==> config.mk <==
export PLATFORM = sky130hd
export DESIGN_NAME = wdt_selftest
export DESIGN_NICKNAME = d
export VERILOG_FILES = /design/src/rtl/wdt_pkg.sv /design/src/rtl/wdt_ctl_reg.sv /design/src/rtl/wdt_tick_mux.sv /design/src/rtl/wdt_lane_counter.sv /design/src/rtl/wdt_selftest.sv
export SDC_FILE = /design/constraint.sdc
export NUM_CORES = 1
export LEC_CHECK = 0
export ABC_AREA = 0
export BUFFER_PORTS_ARGS = -buffer_cell sky130_fd_sc_hd__buf_2
export CAP_MARGIN = 40
export CORE_ASPECT_RATIO = 1.2
export CORE_UTILIZATION = 57
export CTS_CLUSTER_DIAMETER = 30
export DETAILED_ROUTE_END_ITERATION = 8
export PLACE_DENSITY = 0.83
export SLEW_MARGIN = 40
export SYNTH_ARGS = -nofsm -noshare
export SYNTH_HDL_FRONTEND = slang
export SYNTH_SLANG_ARGS = --single-unit
==> constraint.sdc <==
create_clock -name clk -period 3.33 [get_ports clk]
set_input_delay 0.1665 -clock clk [delete_from_list [all_inputs] [get_ports clk]]
set_output_delay 0.1665 -clock clk [all_outputs]
set_load 0.02 [all_outputs]
==> src/rtl/wdt_pkg.sv <==
package wdt_pkg;

    localparam int CTL_W  = 16;
    localparam int CNT_W  = 32;
    localparam int LANE_W = 8;
    localparam int LANES  = CNT_W / LANE_W;
    localparam int SEL_W  = $clog2(LANES);

    // Control register layout, bit 15 first
    typedef struct packed {
        logic       rsv15;
        logic       test_off;
        logic [1:0] lane;
        logic       byte_mode;
        logic       test_on;
        logic       spare9;
        logic       spare8;
        logic       wait_en;
        logic       stop_en;
        logic       dbg_en;
        logic       upd_ok;
        logic       win_en;
        logic       early_irq_en;
        logic       tick_src;
        logic       run_en;
    } ctl_t;

    localparam logic [CTL_W-1:0] CTL_RST = 16'h01D3;

    // Applies the fixed rules that every register update must obey
    function automatic ctl_t ctl_fix(input ctl_t c);
        ctl_t r;
        r = c;
        r.rsv15 = 1'b0;
        if (r.test_off) r.test_on = 1'b0;
        return r;
    endfunction

endpackage

==> src/rtl/wdt_ctl_reg.sv <==
module wdt_ctl_reg
    import wdt_pkg::*;
(
    input  logic             clk,
    input  logic             rst,
    input  logic             we,
    input  logic [CTL_W-1:0] wdata,
    output ctl_t             ctl
);

    ctl_t ctl_q;
    ctl_t ctl_d;
    ctl_t wr;

    assign wr = ctl_t'(wdata);

    always_comb begin
        ctl_d = ctl_q;
        if (we) begin
            if (ctl_q.upd_ok) begin
                ctl_d = wr;
            end
            ctl_d.test_off = ctl_q.test_off | wr.test_off;
        end
        ctl_d = ctl_fix(ctl_d);
    end

    always_ff @(posedge clk) begin
        if (rst) ctl_q <= ctl_t'(CTL_RST);
        else     ctl_q <= ctl_d;
    end

    assign ctl = ctl_q;

    // the disable latch never falls without a reset
    assert_testoff_sticky_R4: assert property (@(posedge clk) disable iff (rst)
        ctl_q.test_off |=> ctl_q.test_off);

    // test mode and the disable latch never coexist
    assert_no_test_when_off_R5: assert property (@(posedge clk) disable iff (rst)
        ctl_q.test_off |-> !ctl_q.test_on);

    // a locked register keeps every field other than the two test bits
    assert_locked_hold_R3: assert property (@(posedge clk) disable iff (rst)
        !ctl_q.upd_ok |=> $stable({ctl_q.lane, ctl_q.byte_mode, ctl_q.spare9,
                                   ctl_q.spare8, ctl_q.wait_en, ctl_q.stop_en,
                                   ctl_q.dbg_en, ctl_q.upd_ok, ctl_q.win_en,
                                   ctl_q.early_irq_en, ctl_q.tick_src, ctl_q.run_en}));

    // test mode cannot be raised while the register is locked
    assert_locked_no_test_R3: assert property (@(posedge clk) disable iff (rst)
        (!ctl_q.upd_ok && !ctl_q.test_on) |=> !ctl_q.test_on);

endmodule

==> src/rtl/wdt_tick_mux.sv <==
module wdt_tick_mux (
    input  logic test_on,
    input  logic tick_norm,
    input  logic tick_fast,
    output logic tick
);

    assign tick = test_on ? tick_fast : tick_norm;

endmodule

==> src/rtl/wdt_lane_counter.sv <==
module wdt_lane_counter
    import wdt_pkg::*;
#(
    parameter int P_CNT_W  = CNT_W,
    parameter int P_LANE_W = LANE_W,
    localparam int P_LANES = P_CNT_W / P_LANE_W,
    localparam int P_SEL_W = $clog2(P_LANES)
) (
    input  logic               clk,
    input  logic               rst,
    input  logic               run_en,
    input  logic               tick,
    input  logic               byte_eff,
    input  logic [P_SEL_W-1:0] lane_sel,
    input  logic [P_CNT_W-1:0] tmo,
    output logic [P_CNT_W-1:0] count,
    output logic               req
);

    logic [P_LANES-1:0][P_LANE_W-1:0] cnt_q;
    logic [P_LANES-1:0][P_LANE_W-1:0] tmo_l;
    logic [P_LANES-1:0][P_LANE_W-1:0] lane_nxt;
    logic [P_CNT_W-1:0]               full_inc;
    logic                             full_hit;
    logic                             lane_hit;
    logic                             req_q;

    assign tmo_l    = tmo;
    assign full_inc = cnt_q + P_CNT_W'(1);
    assign full_hit = (full_inc == tmo);

    for (genvar i = 0; i < P_LANES; i++) begin : g_lane
        assign lane_nxt[i] = cnt_q[i] + P_LANE_W'(1);

        // lanes other than the selected one hold in byte test
        assert_frozen_lane_R8: assert property (@(posedge clk) disable iff (rst)
            (run_en && byte_eff && (lane_sel != P_SEL_W'(i))) |=> $stable(cnt_q[i]));
    end

    assign lane_hit = (lane_nxt[lane_sel] == tmo_l[lane_sel]);

    always_ff @(posedge clk) begin
        if (rst || !run_en) begin
            cnt_q <= '0;
            req_q <= 1'b0;
        end else begin
            req_q <= 1'b0;
            if (tick) begin
                if (byte_eff) begin
                    cnt_q[lane_sel] <= lane_hit ? '0 : lane_nxt[lane_sel];
                    req_q           <= lane_hit;
                end else begin
                    cnt_q <= full_hit ? '0 : full_inc;
                    req_q <= full_hit;
                end
            end
        end
    end

    assign count = cnt_q;
    assign req   = req_q;

    // a disabled watchdog sits at zero and stays silent
    assert_off_idle_R11: assert property (@(posedge clk) disable iff (rst)
        !run_en |=> (cnt_q == '0 && !req_q));

    // without a selected tick the count does not move
    assert_tick_gate_R6: assert property (@(posedge clk) disable iff (rst)
        (run_en && !tick) |=> $stable(cnt_q));

    // a full-width time-out leaves the counter cleared
    assert_req_clears_R7: assert property (@(posedge clk) disable iff (rst)
        (run_en && tick && !byte_eff && full_hit) |=> (cnt_q == '0 && req_q));

    // a lane time-out clears the selected lane
    assert_lane_clears_R9: assert property (@(posedge clk) disable iff (rst)
        (run_en && tick && byte_eff && lane_hit) |=> req_q);

endmodule

==> src/rtl/wdt_selftest.sv <==
module wdt_selftest
    import wdt_pkg::*;
(
    input  logic        clk,
    input  logic        rst,
    input  logic        ctl_we,
    input  logic [15:0] ctl_wdata,
    output logic [15:0] ctl_rdata,
    input  logic [31:0] tmo_value,
    input  logic        tick_norm,
    input  logic        tick_fast,
    output logic [31:0] count_out,
    output logic        rst_req
);

    ctl_t ctl;
    logic tick;
    logic byte_eff;

    wdt_ctl_reg u_ctl (
        .clk   (clk),
        .rst   (rst),
        .we    (ctl_we),
        .wdata (ctl_wdata),
        .ctl   (ctl)
    );

    wdt_tick_mux u_tick (
        .test_on   (ctl.test_on),
        .tick_norm (tick_norm),
        .tick_fast (tick_fast),
        .tick      (tick)
    );

    // the test-select bit only matters inside test mode
    assign byte_eff = ctl.test_on & ctl.byte_mode;

    wdt_lane_counter #(
        .P_CNT_W  (CNT_W),
        .P_LANE_W (LANE_W)
    ) u_cnt (
        .clk      (clk),
        .rst      (rst),
        .run_en   (ctl.run_en),
        .tick     (tick),
        .byte_eff (byte_eff),
        .lane_sel (ctl.lane),
        .tmo      (tmo_value),
        .count    (count_out),
        .req      (rst_req)
    );

    assign ctl_rdata = ctl;

    // the reserved top bit never reads as 1
    assert_rsv_zero_R1: assert property (@(posedge clk) disable iff (rst)
        ctl_we |=> !ctl_rdata[15]);

endmodule

# Yosys cells after proc, flatten, opt, wreduce, memory -nomap -nowiden
# Index checks and enable logic that the tools add are counted.
dict set report word_totals {
  regBits 48
  inputBits 53
  elab_cells 51
}
dict set report op_classes {
  addsub 5
  order_cmp 2
  n_eq_ne 2
  n_mux 14
  bitwise_logic 3
  n_reduce_logical 6
}
# cell n
set op_table {}
lappend op_table {{$mux W32} 2}
lappend op_table {{$add A32 B1 Y32 const B} 1}
lappend op_table {{$add A8 B1 Y8 const B} 4}
lappend op_table {{$bmux W8 S2} 2}
lappend op_table {{$bwmux W32} 1}
lappend op_table {{$eq A32 B32 Y1} 1}
lappend op_table {{$mux W8} 4}
lappend op_table {{$demux W8 S2} 1}
lappend op_table {{$mux W15} 1}
lappend op_table {{$mux W14} 1}
lappend op_table {{$eq A8 B8 Y1} 1}
lappend op_table {{$reduce_or A2 Y1} 2}
lappend op_table {{$lt A2 B3 Y1 const B} 1}
lappend op_table {{$ge A2 B1 Y1 const B} 1}
lappend op_table {{$mux W1} 2}
lappend op_table {{$reduce_and A2 Y1} 1}
lappend op_table {{$and A1 B1 Y1} 1}
lappend op_table {{$logic_and A1 B1 Y1} 1}
lappend op_table {{$logic_not A1 Y1} 1}
lappend op_table {{$logic_or A1 B1 Y1} 1}
lappend op_table {{$not A1 Y1} 1}
lappend op_table {{$or A1 B1 Y1} 1}

# Depth between registers and ports, before layout
# Gate-level depths: netlist (run 1).
dict set report logic_depth {
  word_depth 7
  depth_mapped 13
  ltp_nobuf 10
}

# By module
# A second synthesis (run 1) with hierarchy kept.
dict set report hier_totals {
  hier_cells 615
  hier_area_um2 4957.3
}
# module n_inst cells_each area_per_inst_um2 seq_area_each_um2
set by_module_without_submodules {}
lappend by_module_without_submodules {wdt_lane_counter 1 551 4314.1 660.6}
lappend by_module_without_submodules {wdt_ctl_reg 1 62 621.8 300.3}
lappend by_module_without_submodules {wdt_tick_mux 1 1 15.0 0.0}
lappend by_module_without_submodules {wdt_selftest 1 1 6.3 0.0}

# Worst setup path after synthesis (run 1)
# OpenSTA, ideal clock, no wires.
dict set report synth_path {
  path_type {flip-flop to flip-flop}
  from {register u_cnt.cnt_q (netlist bit u_cnt.count[1])}
  to {register u_cnt.cnt_q (netlist bit u_cnt.count[21])}
  setup_ps 132
  arrival_time_ps 3026
  required_time_ps 3198
  path_slack_ps 172
  path_stages_with_launch 14
  path_buffers 3
  synth_period_minus_slack_ps 3158
  path_cell_list {dfxtp_1 -> ha_1 -> and4_1 -> buf_2 -> nand4_2 -> clkbuf_1 -> nor3_1 -> xnor2_1 -> nand4_1 -> a2111oi_4 -> nand3_2 -> buf_2 -> a32oi_1 -> a21oi_1}
}
dict set report synth_between {
  elab_chain_cells 7
  word_cells_on_any_way 10
  classes_between {add/sub: 2; eq/ne: 2; mux: 6}
}
# element line_no
set synth_rtl {}
lappend synth_rtl {{start: declaration} wdt_lane_counter.sv:20} ;# logic [P_LANES-1:0][P_LANE_W-1:0] cnt_q;
lappend synth_rtl {{start signal: indexed assignment} wdt_lane_counter.sv:50} ;# cnt_q[lane_sel] <= lane_hit ? '0 : lane_nxt[lane_sel];
lappend synth_rtl {{start signal: assignment} wdt_lane_counter.sv:53} ;# cnt_q <= full_hit ? '0 : full_inc;
lappend synth_rtl {{$add A8 B1 Y8} wdt_lane_counter.sv:33} ;# assign lane_nxt[i] = cnt_q[i] + P_LANE_W'(1);
lappend synth_rtl {{$bmux W8 S2} {wdt_lane_counter.sv:40, wdt_lane_counter.sv:50}}
lappend synth_rtl {{$mux W8 (not written as such)} {wdt_lane_counter.sv:40, wdt_lane_counter.sv:50}}
lappend synth_rtl {{$eq A8 B8 Y1} wdt_lane_counter.sv:40} ;# assign lane_hit = (lane_nxt[lane_sel] == tmo_l[lane_sel]);
lappend synth_rtl {{$mux W8} wdt_lane_counter.sv:50}
lappend synth_rtl {{$bwmux W32} wdt_lane_counter.sv:50}
lappend synth_rtl {{$mux W32 *} wdt_lane_counter.sv:49} ;# if (byte_eff) begin
# Mark *: on every way between the ends. The rest lies on a longest branch, timed or not. The select of a mux whose other input is x is not followed.
# A chain may end at the register's enable or synchronous reset.

# Worst setup path after layout (run 1)
dict set report layout_path {
  from {register u_cnt.cnt_q (netlist bit u_cnt.count[1])}
  to {register u_cnt.cnt_q (netlist bit u_cnt.count[5])}
}
# The elaborated chain is that of the path after synthesis.

==> flow_summary.json, run 1 <==
{
  "asyncSetResetFlopFracSynth_pct": 0,
  "layout_min_cycle_time_ns": 3.26,
  "rr_worst_depth": 12,
  "postSynthNetCount": 731,
  "gr-total-overflow": 0,
  "htree_depth": 2,
  "outcome": "complete, no violations",
  "worst_slew_margin_rel_pct": 43.7,
  "post-cts-setup-buffers": 0,
  "critPathArrivalTime_ns": 3.48,
  "worstPathRequired_ns": 3.55,
  "core_um2": 8290,
  "flow.area_growth_from_synthesis_pct": 24.6,
  "root_buffer": "clkbuf_8",
  "reg2reg_setup_slack_ns": 0.07,
  "chipHeight_um": 104,
  "global_route.usage.total_pct": 44.6,
  "critPathSlowestCell": "dfxtp_1",
  "synth_cell_type_count": 63,
  "post_drt_via_cell_ratio": 6.85,
  "post-route-period-util_pct": 97.9,
  "wirelength_mm": 20.3,
  "register_bit_total_from_synthesis": 48,
  "dr.pass1.iters": 6,
  "synth_area_leaders": "dfxtp_1, nand2_1, xnor2_1, a21oi_1, mux4_2",
  "hp-start": "ctl_wdata[8]",
  "die_area_um2": 9070,
  "tritoncts.num_buffers": 5,
  "grt_start_max_net_pins": 24,
  "fraction_of_final_layout_cells_sized_beyond_drive_strength_1_pct": 29.5,
  "clock_skew_ns": 0.0123,
  "post-place-cells": 909,
  "initialDrtViolationCount": 869,
  "post-layout-total-power_w": 0.00155,
  "grt_pass1_vias": 5701,
  "drv_cap": 0,
  "total_number_of_placement_rows": 36,
  "io_pins": 102,
  "placement.io_buffers": 99,
  "worstSetupStartpointType": "flip-flop",
  "cts.hold.buffers_added": 0,
  "p_per_area_nw_per_um2": 251,
  "postSynthCellCount": 673,
  "detail_route.wl_per_cell_um": 22.1,
  "setup.worst_path.end_class": "flip-flop",
  "cp_slowest_stage_delay_ns": 0.35,
  "critical_path.max_fanout": 23,
  "vdd_drop_max_v": 0.000444,
  "antenna-diode-count": 0,
  "min-delay-path-class": "in -> reg",
  "hpwlAfterDp_mm": 15.7,
  "die_x_um": 87.1,
  "grt_pass1_wl_mm": 30.9,
  "final_max_slew_viol_count": 0,
  "gp_routability_congestion": 1.05,
  "worst_hold_path.num_cells": 3,
  "layoutNonFillerInstCount": 917,
  "timing.final.setup_violations": 0,
  "ctsLongestPathBuffers": 2,
  "clock_net_sink_count": 48,
  "fin_ws_ns": 0.0685,
  "worst_margin_slew_ns": 0.842,
  "synth_enable_flop_cells": 0,
  "total_leakage_power_nw": 2.49,
  "worst-path-buf-inv": 2,
  "clock_tree_from_tritoncts": "yes",
  "cts-resized-gates": 0,
  "antenna_found_initial": 0,
  "cp_top_family": "compound AO/OA/AOI/OAI gates",
  "clkTransAtPathRegs_ns": 0.11,
  "detail_route.drc_violations": 0,
  "hold_viol": 0,
  "highest_clock_frequency_the_design_can_meet_mhz": 307,
  "net_total_in_the_final_layout": 860,
  "initial_utilization_pct": 59.8,
  "preCtsSetupSlack_ns": 0.147,
  "crit_chain": "ha_2 -> and4_1 -> nand4_2 -> or2_0 -> buf_4 -> a211oi_1 -> o221ai_1 -> o41ai_4 -> nand3_2 -> buf_6 -> a32oi_1 -> a21oi_1",
  "dominant_synthesized_flop_cell": "dfxtp_1",
  "clock_latency_ns": 0.32,
  "synthDominantAreaCellType": "dfxtp_1",
  "synth_seq_area_share_pct": 19.4,
  "antenna_violating_nets_post_route": 0,
  "synthDominantCellAreaShare_pct": 19.4,
  "syn_area_um2": 4950,
  "synth-warning-count": 0,
  "worstSetupPathType": "reg -> reg",
  "min_delay_worst_endpoint": "u_ctl.ctl[8]",
  "via_count": 6286,
  "regToRegEndpoint": "u_cnt.count[5]",
  "synth.avg_cell_area_um2": 7.36,
  "regToRegStartpoint": "u_cnt.count[1]"
}
## sequential cells by signal, summed over array words and instances, names as in the netlist
register     count
u_ctl.ctl       15
u_cnt.req        1
u_cnt.count     32
## synth_stat cells, types with 3 or more instances
cell type,count
nand3_1,36
mux4_2,11
a22oi_1,6
nor2_1,36
or3_1,20
nand3b_1,6
and3b_1,3
and4_1,8
ha_1,5
or2_2,6
xnor2_1,31
a21o_1,5
and3_1,10
inv_1,10
dfxtp_1,48
nand2b_1,9
a21oi_1,50
a32oi_1,9
a211oi_1,8
xor2_1,26
a31oi_1,25
mux2i_1,5
o21ai_0,27
and2_1,5
nor4_1,18
nand4b_1,3
nor3_1,33
mux2_2,3
nand2_1,74
o2111ai_1,3
buf_2,22
nand4_1,25
or4_1,3
clkbuf_1,28
nor4_2,3
nor3b_1,9
buf_4,8
nand4_2,4
## cells by family (layout without fill, tap and decap cells)
kind of cell	after synthesis	after routing	share of synthesized area, %
AOI/OAI and AO/OA	151	151	19.7
buffers and inverters	71	201	6.59
other	1	1	0.0757
adders and majority gates	5	5	1.26
muxes	19	19	6.69
xor gates and xnor gates	57	57	10.1
and+or+nand+nor	321	321	36.2
DFF	48	48	19.4
## routing by layer
layer	vias up	track usage (%)	share of wire [%]
met2	485	73.0	46
li1	2771	-	-
met4	0	22.4	6.7
met3	113	7.78	11
met5	-	0	0
met1	2917	55.7	37
## report_power, final
| part | total, W | internal, W | switching (W) |
|---|---|---|---|
| Combinational | 0.000396 | 0.000157 | 0.000240 |
| Clock | 0.000539 | 0.000303 | 0.000236 |
| Sequential | 0.000614 | 0.000592 | 0.0000227 |
| Total | 0.00155 | 0.00105 | 0.000499 |
## stage by stage
stage	util [%]	hold WS, ns	instance area [um2]	TNS (ns)
finish	74.5	0.0542	6170	0
detailed placement	72.2	0.382	5980	0
global route	74.5	0.0697	6170	-0.164
floorplan	-	0.243	4950	0
global placement	72.0	0.375	5970	0
CTS	73.8	0.0521	6120	0
## final cells by class
type | instances | area (um2)
clock buffers | 5 | 68.8
multi-input cells | 554 | 3720
repair buffers | 183 | 1170
flip-flops and latches | 48 | 966
clock inverters | 3 | 68.8
fillers | 691 | 2120
inverters | 10 | 37.5
well taps | 114 | 143
## how the worst max path moves through the flow
stage / to / cells past startpoint / startpoint
floorplan: u_cnt.count[21] / 13 / u_cnt.count[1]
global placement: u_cnt.count[5] / 11 / u_cnt.count[11]
detailed placement: u_cnt.count[4] / 13 / u_cnt.count[1]
CTS: u_cnt.count[5] / 13 / u_cnt.count[1]
global route: u_cnt.count[5] / 12 / u_cnt.count[1]
finish: u_cnt.count[5] / 12 / u_cnt.count[1]
## worst register-to-register path: cells and delay by family, from the launching register on
| family | cells | cell delay (ns) |
|---|---|---|
| AND/OR/NAND/NOR | 4 | 1.05 |
| buffers and inverters | 2 | 0.43 |
| adder cells (fa/ha/maj) | 1 | 0.25 |
| AO/OA/AOI/OAI | 5 | 1.07 |
| flip-flops | 1 | 0.35 |
## layout by cell type, fill, tap and decap left out, drive strengths merged, types with 5 or more instances in the layout
cell type,netlist,final
and3,10,10
nand2,74,74
mux4,11,11
a211oi,8,8
xor2,26,26
nor4,23,23
dfxtp,48,48
ha,5,5
mux2i,5,5
nand3b,6,6
and2,6,6
nor3,33,33
nand4,29,29
a21oi,50,50
o21ai,28,28
or2,7,7
nand3,38,38
a32oi,9,9
or3,20,20
and4,8,8
a22oi,6,6
inv,10,11
buf,31,183
clkbuf,30,5
nor3b,9,9
nand2b,9,9
a21o,5,5
nor2,36,36
a31oi,25,25
xnor2,31,31
Note: power is estimated with default switching activity, not from simulation.
==> run 2, diff against run 1 <==
PLACE_DENSITY = 0.81   (was 0.83)
==> flow_summary.json, run 2 (synthesis results as in run 1) <==
{
  "whs_ns": 0.0541,
  "setup.worst_path.end_class": "flip-flop",
  "cp_top_family": "compound AO/OA/AOI/OAI gates",
  "final_common_cell": "buf_2",
  "antenna-diode-count": 0,
  "via_count": 6237,
  "netSwitchingPower_w": 0.000510,
  "layout_min_cycle_time_ns": 3.27,
  "final_cell_mix": "buf_2, nand2_1, buf_4, a21oi_1, dfxtp_1",
  "timing.final.setup_violations": 0,
  "layoutNonFillerInstCount": 906,
  "cp_slowest_stage_delay_ns": 0.46,
  "io_pins": 102,
  "layout.filler_cells": 719,
  "final_max_slew_viol_count": 0,
  "initial_utilization_pct": 59.8,
  "worstSetupStartpointType": "flip-flop",
  "setup-tns-final_ns": 0,
  "root_buffer": "clkbuf_8",
  "clock_latency_ns": 0.33,
  "highest_clock_frequency_the_design_can_meet_mhz": 306,
  "crit_chain": "ha_2 -> nand3_2 -> o21a_1 -> or3_1 -> a311oi_4 -> xnor2_1 -> nor4_4 -> buf_12 -> nor2_1 -> a221oi_1 -> o22ai_1",
  "clock_skew_ns": 0.0154,
  "grt_pass1_vias": 5696,
  "initialDrtViolationCount": 672,
  "htree_depth": 2,
  "fraction_of_final_layout_cells_sized_beyond_drive_strength_1_pct": 28.2,
  "swShare_pct": 32.7,
  "post_drt_via_cell_ratio": 6.88,
  "final-seq-area_um2": 963,
  "grt_setup_unrepaired": "no",
  "worstSetupPathType": "reg -> reg",
  "flow.area_growth_from_synthesis_pct": 22.7,
  "clock_tree_from_tritoncts": "yes",
  "cell_internal_pwr_w": 0.00105,
  "post-layout-total-power_w": 0.00156,
  "largest_register_ffs": 32,
  "power.share.clock_pct": 35.2,
  "dr.pass1.iters": 7,
  "gp_routability_congestion": 1.06,
  "post-place-cells": 897,
  "worst_slew_margin_rel_pct": 56.5,
  "antenna_violating_nets_post_route": 0,
  "outcome": "complete, no violations",
  "core_um2": 8290,
  "die_x_um": 87.1,
  "worst_margin_slew_ns": 0.652,
  "tritoncts.num_buffers": 5,
  "detail_route.wl_per_cell_um": 22.2,
  "p_per_area_nw_per_um2": 257,
  "drv_cap": 0,
  "reg_power_share_pct": 39.3,
  "min-delay-path-class": "in -> reg",
  "worst-path-buf-inv": 1,
  "post-route-period-util_pct": 98.1,
  "critPathSlowestCell": "dfxtp_1",
  "clkTransAtPathRegs_ns": 0.10,
  "die_area_um2": 9070,
  "grt_pass1_wl_mm": 30.8,
  "global_route.usage.total_pct": 45.0,
  "clock_net_sink_count": 48,
  "power_frac_comb_pct": 25.5,
  "critical_path.max_fanout": 19,
  "wirelength_mm": 20.1,
  "worstPathRequired_ns": 3.53,
  "preCtsSetupSlack_ns": 0.0669,
  "vdd_drop_max_v": 0.000310,
  "hpwlAfterDp_mm": 15.4,
  "hold_viol": 0,
  "chipHeight_um": 104,
  "total_leakage_power_nw": 2.41,
  "net_total_in_the_final_layout": 849,
  "placement.io_buffers": 99,
  "detail_route.drc_violations": 0,
  "total_number_of_placement_rows": 36,
  "ctsLongestPathBuffers": 2,
  "critPathArrivalTime_ns": 3.46,
  "gr-total-overflow": 0,
  "multi_input_comb_area_um2": 3720,
  "antenna_found_initial": 1,
  "fin_ws_ns": 0.0641,
  "grt_start_max_net_pins": 41
}
[run 2: cell types whose count changed in the layout (fill, tap and decap cells not counted), moves of 2 or more]
cell,before,now
nor3_1,30,33
a311oi_2,2,0
dfxtp_2,4,2
buf_4,80,70
dfxtp_1,44,46
nor3_2,3,0
a311oi_4,0,2
[run 2: timing repair]
| action | in CTS | in global routing |
|---|---|---|
| hold buffers | 0 | 0 |
| setup endpoints to repair | 0 | 31 |
| resized for setup | 0 | 9 |
| buffers inserted | 0 | 1 |
[run 2: metrics by stage]
step	cell area, um2	util [%]
detailed placement	5880	71.0
floorplan	4950	-
global placement	5880	71.0
CTS	6020	72.6
global route	6080	73.3
finish	6080	73.3
[run 2: power by group through the flow]
stage          sequential [W]  clock, W  combinational [W]
2_1_floorplan        0.000637         0           0.000207
3_3_place_gp         0.000624         0           0.000369
3_5_place_dp         0.000626         0           0.000378
4_1_cts              0.000613  0.000549           0.000379
5_1_grt              0.000616  0.000566           0.000418
6_report             0.000614  0.000549           0.000398
[run 2: routing by layer]
metal  part of all wire (%)  vias up  global-route usage, %
met3                     11      127                   10.4
li1                       -     2746                      -
met2                     45      508                   69.5
met5                      0        -                      0
met4                    7.2        0                   27.0
met1                     36     2856                   56.3
[run 2: final cells by class]
| class | instances | share of cell area, % |
|---|---|---|
| Multi-Input combinational cell | 554 | 61.1 |
| Timing Repair Buffer | 172 | 17.8 |
| Sequential cell | 48 | 15.9 |
| Tap cell | 114 | 2.35 |
| Clock buffer | 5 | 1.13 |
| Clock inverter | 3 | 1.13 |
| Inverter | 10 | 0.618 |
[run 2: path summary, 6_finish.rpt]
check	start	endpoint	slack, ns	cells past startpoint
worst max register to register	u_cnt.count[17]	u_cnt.count[9]	0.06	11
worst max-delay path	u_cnt.count[17]	u_cnt.count[9]	0.06	11
worst min-delay path	ctl_wdata[6]	u_ctl.ctl[6]	0.05	3
worst min register to register	u_ctl.ctl[2]	u_ctl.ctl[2]	0.47	2
[run 2: worst register-to-register path, cell delays in order (launching register included)]
cell and delay (ns):
dfxtp_1 0.46, ha_2 0.29, nand3_2 0.19, o21a_1 0.23, or3_1 0.44, a311oi_4 0.44, xnor2_1 0.17, nor4_4 0.21
buf_12 0.20, nor2_1 0.10, a221oi_1 0.30, o22ai_1 0.12
